<file path="src/rtl/bmdma_pkg.sv">
package bmdma_pkg;

   typedef enum logic [2:0] {
      WK_IDLE,
      WK_FETCH_A,
      WK_FETCH_L,
      WK_DEV_IN,
      WK_MEM_WR,
      WK_MEM_RD,
      WK_DEV_OUT,
      WK_WAIT_IRQ
   } walk_state_e;

   // register byte offsets
   localparam logic [2:0] OFS_CMD  = 3'd0;
   localparam logic [2:0] OFS_STAT = 3'd2;

   // command bits
   localparam int CB_RUN   = 0;
   localparam int CB_TOMEM = 3;

   // status bits
   localparam int SB_ERR  = 1;
   localparam int SB_INT  = 2;
   localparam int SB_CAP0 = 5;
   localparam int SB_CAP1 = 6;

   // descriptor control word final-entry flag
   localparam int DESC_LAST = 31;

endpackage

</file>
<file path="src/rtl/bmdma_lanes.sv">
module bmdma_lanes #(
   parameter int MEM_DW = 32,
   localparam int LANES = MEM_DW / 8,
   localparam int LB    = $clog2(LANES)
) (
   input  logic [LB-1:0]     lane,
   input  logic [MEM_DW-1:0] rdata,
   input  logic [7:0]        wbyte,
   output logic [LANES-1:0]  be,
   output logic [MEM_DW-1:0] wdata,
   output logic [7:0]        rbyte,
   output logic [31:0]       rword
);

   generate
      if (MEM_DW < 32 || (MEM_DW & (MEM_DW - 1)) != 0) begin : g_bad_dw
         $error("bmdma_lanes: MEM_DW must be a power of two of at least 32");
      end
   endgenerate

   assign be    = LANES'(1) << lane;
   assign wdata = {LANES{wbyte}};
   assign rbyte = rdata[8*lane +: 8];

   generate
      if (LANES == 4) begin : g_word_direct
         assign rword = rdata;
      end else begin : g_word_mux
         assign rword = rdata[32*lane[LB-1:2] +: 32];
      end
   endgenerate

endmodule

</file>
<file path="src/rtl/bmdma_regs.sv">
module bmdma_regs
   import bmdma_pkg::*;
(
   input  logic        clk,
   input  logic        rst_n,
   input  logic        wen,
   input  logic [2:0]  addr,
   input  logic [7:0]  wdata,
   output logic [7:0]  rdata,
   input  logic        active,
   input  logic        set_err,
   input  logic        set_intr,
   output logic        run,
   output logic        start_pulse,
   output logic        start_dir,
   output logic [31:0] tbl_ptr,
   output logic        err_flag,
   output logic        intr_flag
);

   logic        run_q, dir_q, err_q, intr_q;
   logic [1:0]  cap_q;
   logic [31:2] ptr_q;
   logic        wr_cmd, wr_stat;

   assign wr_cmd      = wen && (addr == OFS_CMD);
   assign wr_stat     = wen && (addr == OFS_STAT);
   assign start_pulse = wr_cmd && wdata[CB_RUN] && !run_q;
   assign start_dir   = wdata[CB_TOMEM];

   always_ff @(posedge clk or negedge rst_n) begin
      if (!rst_n) begin
         run_q  <= 1'b0;
         dir_q  <= 1'b0;
         err_q  <= 1'b0;
         intr_q <= 1'b0;
         cap_q  <= '0;
         ptr_q  <= '0;
      end else begin
         if (wr_cmd) begin
            run_q <= wdata[CB_RUN];
            dir_q <= wdata[CB_TOMEM];
         end
         if (wr_stat) begin
            cap_q <= {wdata[SB_CAP1], wdata[SB_CAP0]};
         end
         // a set in the same cycle as a clear wins
         err_q  <= set_err  | (err_q  & ~(wr_stat & wdata[SB_ERR]));
         intr_q <= set_intr | (intr_q & ~(wr_stat & wdata[SB_INT]));
         if (wen && addr[2]) begin
            case (addr[1:0])
               2'd0:    ptr_q[7:2]   <= wdata[7:2];
               2'd1:    ptr_q[15:8]  <= wdata;
               2'd2:    ptr_q[23:16] <= wdata;
               default: ptr_q[31:24] <= wdata;
            endcase
         end
      end
   end

   assign run       = run_q;
   assign tbl_ptr   = {ptr_q, 2'b00};
   assign err_flag  = err_q;
   assign intr_flag = intr_q;

   always_comb begin
      rdata = 8'h00;
      if (addr[2]) begin
         rdata = tbl_ptr[8*addr[1:0] +: 8];
      end else if (addr == OFS_CMD) begin
         rdata = {4'b0, dir_q, 2'b0, run_q};
      end else if (addr == OFS_STAT) begin
         rdata = {1'b0, cap_q, 2'b0, intr_q, err_q, active};
      end
   end

endmodule

</file>
<file path="src/rtl/bmdma_walker.sv">
module bmdma_walker
   import bmdma_pkg::*;
#(
   parameter int CNT_W  = 16,
   parameter int MEM_DW = 32,
   localparam int LANES = MEM_DW / 8,
   localparam int LB    = $clog2(LANES)
) (
   input  logic              clk,
   input  logic              rst_n,
   input  logic              start_pulse,
   input  logic              start_dir,
   input  logic              run,
   input  logic [31:0]       tbl_ptr,
   input  logic              dev_irq,
   output logic              mem_req,
   output logic              mem_we,
   output logic [31:0]       mem_addr,
   output logic [LANES-1:0]  mem_be,
   output logic [MEM_DW-1:0] mem_wdata,
   input  logic              mem_ack,
   input  logic              mem_err,
   input  logic [MEM_DW-1:0] mem_rdata,
   input  logic              dev_in_valid,
   input  logic [7:0]        dev_in_data,
   output logic              dev_in_ready,
   output logic              dev_out_valid,
   output logic [7:0]        dev_out_data,
   input  logic              dev_out_ready,
   output logic              active,
   output logic              set_err,
   output logic              set_intr
);

   generate
      if (CNT_W < 1 || CNT_W > 16) begin : g_bad_cnt
         $error("bmdma_walker: CNT_W must lie in 1..16");
      end
   endgenerate

   localparam logic [CNT_W:0] CNT_FULL = {1'b1, {CNT_W{1'b0}}};
   localparam logic [CNT_W:0] CNT_ONE  = (CNT_W+1)'(1);

   walk_state_e      state_q, state_d, after_byte;
   logic [31:0]      tptr_q, baddr_q;
   logic [CNT_W:0]   cnt_q;
   logic             last_q, dir_q;
   logic [7:0]       byte_q;
   logic             fetching, good_ack, mem_fault, byte_done;
   logic [LANES-1:0] lane_be;
   logic [7:0]       lane_byte;
   logic [31:0]      rword;

   bmdma_lanes #(.MEM_DW(MEM_DW)) u_lanes (
      .lane  (mem_addr[LB-1:0]),
      .rdata (mem_rdata),
      .wbyte (byte_q),
      .be    (lane_be),
      .wdata (mem_wdata),
      .rbyte (lane_byte),
      .rword (rword)
   );

   assign fetching  = (state_q == WK_FETCH_A) || (state_q == WK_FETCH_L);
   assign mem_req   = fetching || (state_q == WK_MEM_WR) || (state_q == WK_MEM_RD);
   assign mem_we    = (state_q == WK_MEM_WR);
   assign mem_addr  = (state_q == WK_FETCH_A) ? tptr_q :
                      (state_q == WK_FETCH_L) ? tptr_q + 32'd4 : baddr_q;
   assign mem_be    = fetching ? '1 : lane_be;
   assign good_ack  = mem_req && mem_ack && !mem_err;
   assign mem_fault = mem_req && mem_ack && mem_err;
   assign byte_done = ((state_q == WK_MEM_WR) && good_ack) ||
                      ((state_q == WK_DEV_OUT) && dev_out_ready);

   assign dev_in_ready  = (state_q == WK_DEV_IN);
   assign dev_out_valid = (state_q == WK_DEV_OUT);
   assign dev_out_data  = byte_q;
   assign active        = (state_q != WK_IDLE);
   assign set_err       = mem_fault;
   assign set_intr      = (state_q == WK_WAIT_IRQ) && dev_irq && run;

   always_comb begin
      if (cnt_q == CNT_ONE) begin
         after_byte = last_q ? WK_WAIT_IRQ : WK_FETCH_A;
      end else begin
         after_byte = dir_q ? WK_DEV_IN : WK_MEM_RD;
      end
   end

   always_comb begin
      state_d = state_q;
      case (state_q)
         WK_IDLE:     if (start_pulse) state_d = WK_FETCH_A;
         WK_FETCH_A:  if (good_ack) state_d = WK_FETCH_L;
         WK_FETCH_L:  if (good_ack) state_d = dir_q ? WK_DEV_IN : WK_MEM_RD;
         WK_DEV_IN:   if (dev_in_valid) state_d = WK_MEM_WR;
         WK_MEM_WR:   if (byte_done) state_d = after_byte;
         WK_MEM_RD:   if (good_ack) state_d = WK_DEV_OUT;
         WK_DEV_OUT:  if (byte_done) state_d = after_byte;
         WK_WAIT_IRQ: if (dev_irq) state_d = WK_IDLE;
         default:     state_d = WK_IDLE;
      endcase
      if (mem_fault || (state_q != WK_IDLE && !run)) begin
         state_d = WK_IDLE;
      end
   end

   always_ff @(posedge clk or negedge rst_n) begin
      if (!rst_n) begin
         state_q <= WK_IDLE;
         tptr_q  <= '0;
         baddr_q <= '0;
         cnt_q   <= '0;
         last_q  <= 1'b0;
         dir_q   <= 1'b0;
         byte_q  <= '0;
      end else begin
         state_q <= state_d;
         if (state_q == WK_IDLE && start_pulse) begin
            tptr_q <= tbl_ptr;
            dir_q  <= start_dir;
         end
         if (state_q == WK_FETCH_A && good_ack) begin
            baddr_q <= rword;
         end
         if (state_q == WK_FETCH_L && good_ack) begin
            cnt_q  <= (rword[CNT_W-1:0] == '0) ? CNT_FULL : {1'b0, rword[CNT_W-1:0]};
            last_q <= rword[DESC_LAST];
         end
         if (state_q == WK_DEV_IN && dev_in_valid) begin
            byte_q <= dev_in_data;
         end
         if (state_q == WK_MEM_RD && good_ack) begin
            byte_q <= lane_byte;
         end
         if (byte_done) begin
            baddr_q <= baddr_q + 32'd1;
            cnt_q   <= cnt_q - CNT_ONE;
            if (cnt_q == CNT_ONE && !last_q) begin
               tptr_q <= tptr_q + 32'd8;
            end
         end
      end
   end

endmodule

</file>
<file path="src/rtl/bmdma_engine.sv">
module bmdma_engine #(
   parameter int CNT_W = 16
) (
   input  logic        clk,
   input  logic        rst_n,
   input  logic        reg_wen,
   input  logic [2:0]  reg_addr,
   input  logic [7:0]  reg_wdata,
   output logic [7:0]  reg_rdata,
   output logic        mem_req,
   output logic        mem_we,
   output logic [31:0] mem_addr,
   output logic [3:0]  mem_be,
   output logic [31:0] mem_wdata,
   input  logic        mem_ack,
   input  logic        mem_err,
   input  logic [31:0] mem_rdata,
   input  logic        dev_in_valid,
   input  logic [7:0]  dev_in_data,
   output logic        dev_in_ready,
   output logic        dev_out_valid,
   output logic [7:0]  dev_out_data,
   input  logic        dev_out_ready,
   input  logic        dev_irq
);

   logic        run, start_pulse, start_dir;
   logic        active, set_err, set_intr;
   logic        err_flag, intr_flag;
   logic [31:0] tbl_ptr;

   bmdma_regs u_regs (
      .clk         (clk),
      .rst_n       (rst_n),
      .wen         (reg_wen),
      .addr        (reg_addr),
      .wdata       (reg_wdata),
      .rdata       (reg_rdata),
      .active      (active),
      .set_err     (set_err),
      .set_intr    (set_intr),
      .run         (run),
      .start_pulse (start_pulse),
      .start_dir   (start_dir),
      .tbl_ptr     (tbl_ptr),
      .err_flag    (err_flag),
      .intr_flag   (intr_flag)
   );

   bmdma_walker #(.CNT_W(CNT_W), .MEM_DW(32)) u_walker (
      .clk           (clk),
      .rst_n         (rst_n),
      .start_pulse   (start_pulse),
      .start_dir     (start_dir),
      .run           (run),
      .tbl_ptr       (tbl_ptr),
      .dev_irq       (dev_irq),
      .mem_req       (mem_req),
      .mem_we        (mem_we),
      .mem_addr      (mem_addr),
      .mem_be        (mem_be),
      .mem_wdata     (mem_wdata),
      .mem_ack       (mem_ack),
      .mem_err       (mem_err),
      .mem_rdata     (mem_rdata),
      .dev_in_valid  (dev_in_valid),
      .dev_in_data   (dev_in_data),
      .dev_in_ready  (dev_in_ready),
      .dev_out_valid (dev_out_valid),
      .dev_out_data  (dev_out_data),
      .dev_out_ready (dev_out_ready),
      .active        (active),
      .set_err       (set_err),
      .set_intr      (set_intr)
   );

endmodule

</file>
<file path="config.mk">
export PLATFORM = sky130hd
export DESIGN_NAME = bmdma_engine
export DESIGN_NICKNAME = d
export VERILOG_FILES = /design/src/rtl/bmdma_pkg.sv /design/src/rtl/bmdma_lanes.sv /design/src/rtl/bmdma_regs.sv /design/src/rtl/bmdma_walker.sv /design/src/rtl/bmdma_engine.sv
export SDC_FILE = /design/constraint.sdc
export NUM_CORES = 1
export LEC_CHECK = 0
export BUFFER_PORTS_ARGS = -buffer_cell sky130_fd_sc_hd__clkbuf_2
export CAP_MARGIN = 10
export CELL_PAD_IN_SITES_DETAIL_PLACEMENT = 0
export CELL_PAD_IN_SITES_GLOBAL_PLACEMENT = 1
export CORE_MARGIN = 2
export CORE_UTILIZATION = 39
export CTS_BUF_LIST = sky130_fd_sc_hd__clkbuf_16
export DETAILED_ROUTE_END_ITERATION = 8
export MAX_ROUTING_LAYER = met4
export PLACE_DENSITY = 0.87
export SLEW_MARGIN = 20
export SYNTH_ARGS = -nofsm -noshare
export SYNTH_HDL_FRONTEND = slang
export SYNTH_SLANG_ARGS = --single-unit
</file>
<file path="constraint.sdc">
create_clock -name clk -period 2.5 [get_ports clk]
set_clock_uncertainty 0.2 [all_clocks]
set_input_delay 0.25 -clock clk [delete_from_list [all_inputs] [get_ports clk]]
set_output_delay 0.25 -clock clk [all_outputs]
set_load 0.02 [all_outputs]
</file>
==> metrics <==
DRC Markers 0; port bufs 146; I/O Pins 147; Most used DFF post-synth dfrtp_1; Fill cells 1,749; Seq cells post-synth 130; Worst setup EP type primary output; Worst Path Max Fanout 3; Hold WS 0.00228 ns; Worst-path clk slew 0.06 ns; part of the power in registers between 20% and 30%; critical path's top delay family simple AND/OR/NAND/NOR gates; Core ar. approximately 22,000 um^2; Vias/cell ~6.1; LEAKAGE about 6 nW; setup ws final -0.455 ns; max_cap viols 0; Worst Tran Pin Value 0.799 ns; Area after DPL 10,400 um^2; Syn Area/Cell 8.52 um^2; All-Layer GR Usage between 20% and 30%; Placement Rows 54; critical path launch point type flip-flop; Non-Filler Instances ~1,600; Syn Nets 1,088; Final Net Count 1,421; via count 10,100; Crit path largest cell delay 0.44 ns; max-slew violations 0; reg-to-reg slack, setup -0.13 ns; most common cell after layout, fill and taps aside buf_4; internal power 8.79 mW; n_diodes 0; DIE AREA 23,600 um^2; Setup Slack @ Placement -0.127 ns; CP bufs+invs 2; fin crit share 118%; Psw 7.35 mW; ratio of total power to cell area 1180 nW/um^2; asr flop ratio synth 100%; failing checks setup timing; total iterations of the first detailed-routing run 6; WP data required 2.05 ns; Starting Density 39.8%; Clk network pwr share 15.4%; worst hold path endpoint u_walker.baddr_q[23]; placed insts 1,495; Area growth, synth to finish 56.9%; wire per inst roughly 23 um; Slowest cell on crit path or4_4; Sw Ratio 45.5%; crit path cell chain ha_2 -> and4_1 -> and3_4 -> nand2_4 -> or4_4 -> buf_4 -> o311ai_4 -> buf_6; Reg-to-Reg End u_walker.tptr_q[28]; Mapped Area 8720 um^2; Post-synth EDFFs 0; clock latency on the worst-skew pair 0.44 ns; share of cells above drive strength 1 45.0%; Die W 154 um; number of global-route vias before repair about 9,500; WHS Path Cells 3; largest net degree at the start of global routing around 130; Ys Warns 0; cells on worst reg2reg path 7; Yosys cell types 75; post-DP HPWL 24,300 um; # setup viols final 60; critical path class reg -> out; Root Driver clkbuf_16; 1st-iter DRT viols 1,085; Fin. Hold Viols 0; commonest non-fill, non-tap cells in the layout buf_4, dfrtp_1, nand2_1; fin crit period just under 3 ns; RSZ-0062 raised after global routing yes; Mapped Cells 1,024; TritonCTS Buffers 17; status complete, but fails checks; GRT overflow 0; Die Ht 154 um; first-pass GRT wire length 53,600 um; Max clock buf depth 2; worst vdd ir around 0.61 mV; hold crit path type in -> reg; initial antenna violation count 0; Levels on crit path 8; CTS tree yes; FMAX 0.338 GHz; Hold Startpoint mem_rdata[23]; drt total wl 37,400 um; relative max-transition margin 46.8%; GP Congestion 0.956; Sink Count 130; Post-Layout Inst Area 13,700 um^2; Seq/Total Area, Yosys 37.3%; CP arrival between 2 and 3 ns; number of H-tree levels 4; antenna viol nets, final 0; RR Startpoint u_walker.cnt_q[11]; logic gate share of total power 60.0%
==> how the worst max path moves through the flow <==
stage / endpoint / startpoint
final: mem_addr[31] / u_walker.tptr_q[3]
after global routing: mem_addr[31] / u_walker.tptr_q[3]
after CTS: mem_addr[29] / u_walker.tptr_q[4]
after detailed placement: u_walker.tptr_q[28] / u_walker.cnt_q[10]
after global placement: u_walker.tptr_q[28] / u_walker.cnt_q[10]
after floorplan: mem_addr[31] / u_walker.tptr_q[4]
==> tightest hold or removal path, delay by kind of cell <==
family / cells / cell delay (ns)
compound gates: 2 / 0.22
buf+inv: 1 / 0.12
==> cell type report <==
type                            instances  area [um^2]  area share (%)
Clock buffer                           17          425            3.11
Clock inverter                         14          141            1.03
Inverter                               19         71.3           0.521
Multi-Input combinational cell        779         5960            43.6
Sequential cell                       130         3260            23.8
Tap cell                              280          350            2.56
Timing Repair Buffer                  410         3470            25.4
==> synthesized netlist by cell type, types with 18 or more instances <==
library cell | n | share of area (%)
mux2_2 | 44 | 5.7
o211ai_1 | 24 | 2.1
buf_4 | 32 | 2.8
a21oi_1 | 62 | 3.6
o21ai_0 | 52 | 3.0
dfrtp_1 | 130 | 37
clkbuf_1 | 46 | 2.0
nand2_1 | 132 | 5.7
nor2_1 | 104 | 4.5
nand3_1 | 47 | 2.7
nor3_1 | 34 | 2.0
nand4_1 | 18 | 1.3
inv_1 | 19 | 0.82
and3_1 | 18 | 1.3
a211oi_1 | 24 | 2.1
o311ai_0 | 19 | 1.9
==> metrics by stage <==
| stage | TNS, ns | power (mW) | util, % |
|---|---|---|---|
| 2_1_floorplan | -0.224 | 8.14 | - |
| 3_3_place_gp | -0.491 | 10.8 | 47.7 |
| 3_5_place_dp | -0.693 | 11.0 | 47.7 |
| 4_1_cts | -6.64 | 14.8 | 57.2 |
| 5_1_grt | -13.50 | 16.8 | 62.5 |
| 6_report | -9.44 | 16.1 | 62.5 |
==> state kept, by name, indices dropped and copies added (netlist names), 2 cells and up <==
signal                 cells
u_regs.cap_q               2
u_regs.ptr_q              30
u_walker.cnt_q            17
u_walker.baddr_q          32
u_walker.tptr_q           32
u_walker.state_q           3
u_walker.dev_out_data      8
==> kinds of logic after synthesis <==
group	count (synthesis)	synth area share (%)
AOI/OAI and AO/OA	275	21.7
xor gates and xnor gates	1	0.100
adders and majority gates	5	0.717
buffers and inverters	116	6.93
DFF	130	37.3
muxes	65	8.95
and+or+nand+nor	432	24.3
==> power by group through the flow <==
stage | logic [mW] | registers (mW) | clock network (mW)
2_1_floorplan | 4.41 | 3.73 | 0
3_3_place_gp | 7.06 | 3.78 | 0
3_5_place_dp | 7.13 | 3.83 | 0
4_1_cts | 8.51 | 3.83 | 2.48
5_1_grt | 10.2 | 4.05 | 2.58
6_report | 9.69 | 3.96 | 2.49
==> layer usage <==
layer  track usage [%]  vias to the layer above  wire [um]
li1                  -                     4482          -
met1              37.9                     4953      14900
met3              5.16                      143       2800
met5                 -                        -          0
met2              46.4                      543      17800
met4              14.7                        0       1880
==> timing repair <==
action,CTS,global route
setup endpoints to repair,49,90
buffers inserted,33,42
endpoints found under the hold margin,217,0
resized for setup,152,231
cloned,6,4
hold buffers,47,0
pin swaps,45,117
No activity file was read; power rests on OpenSTA's default activity.
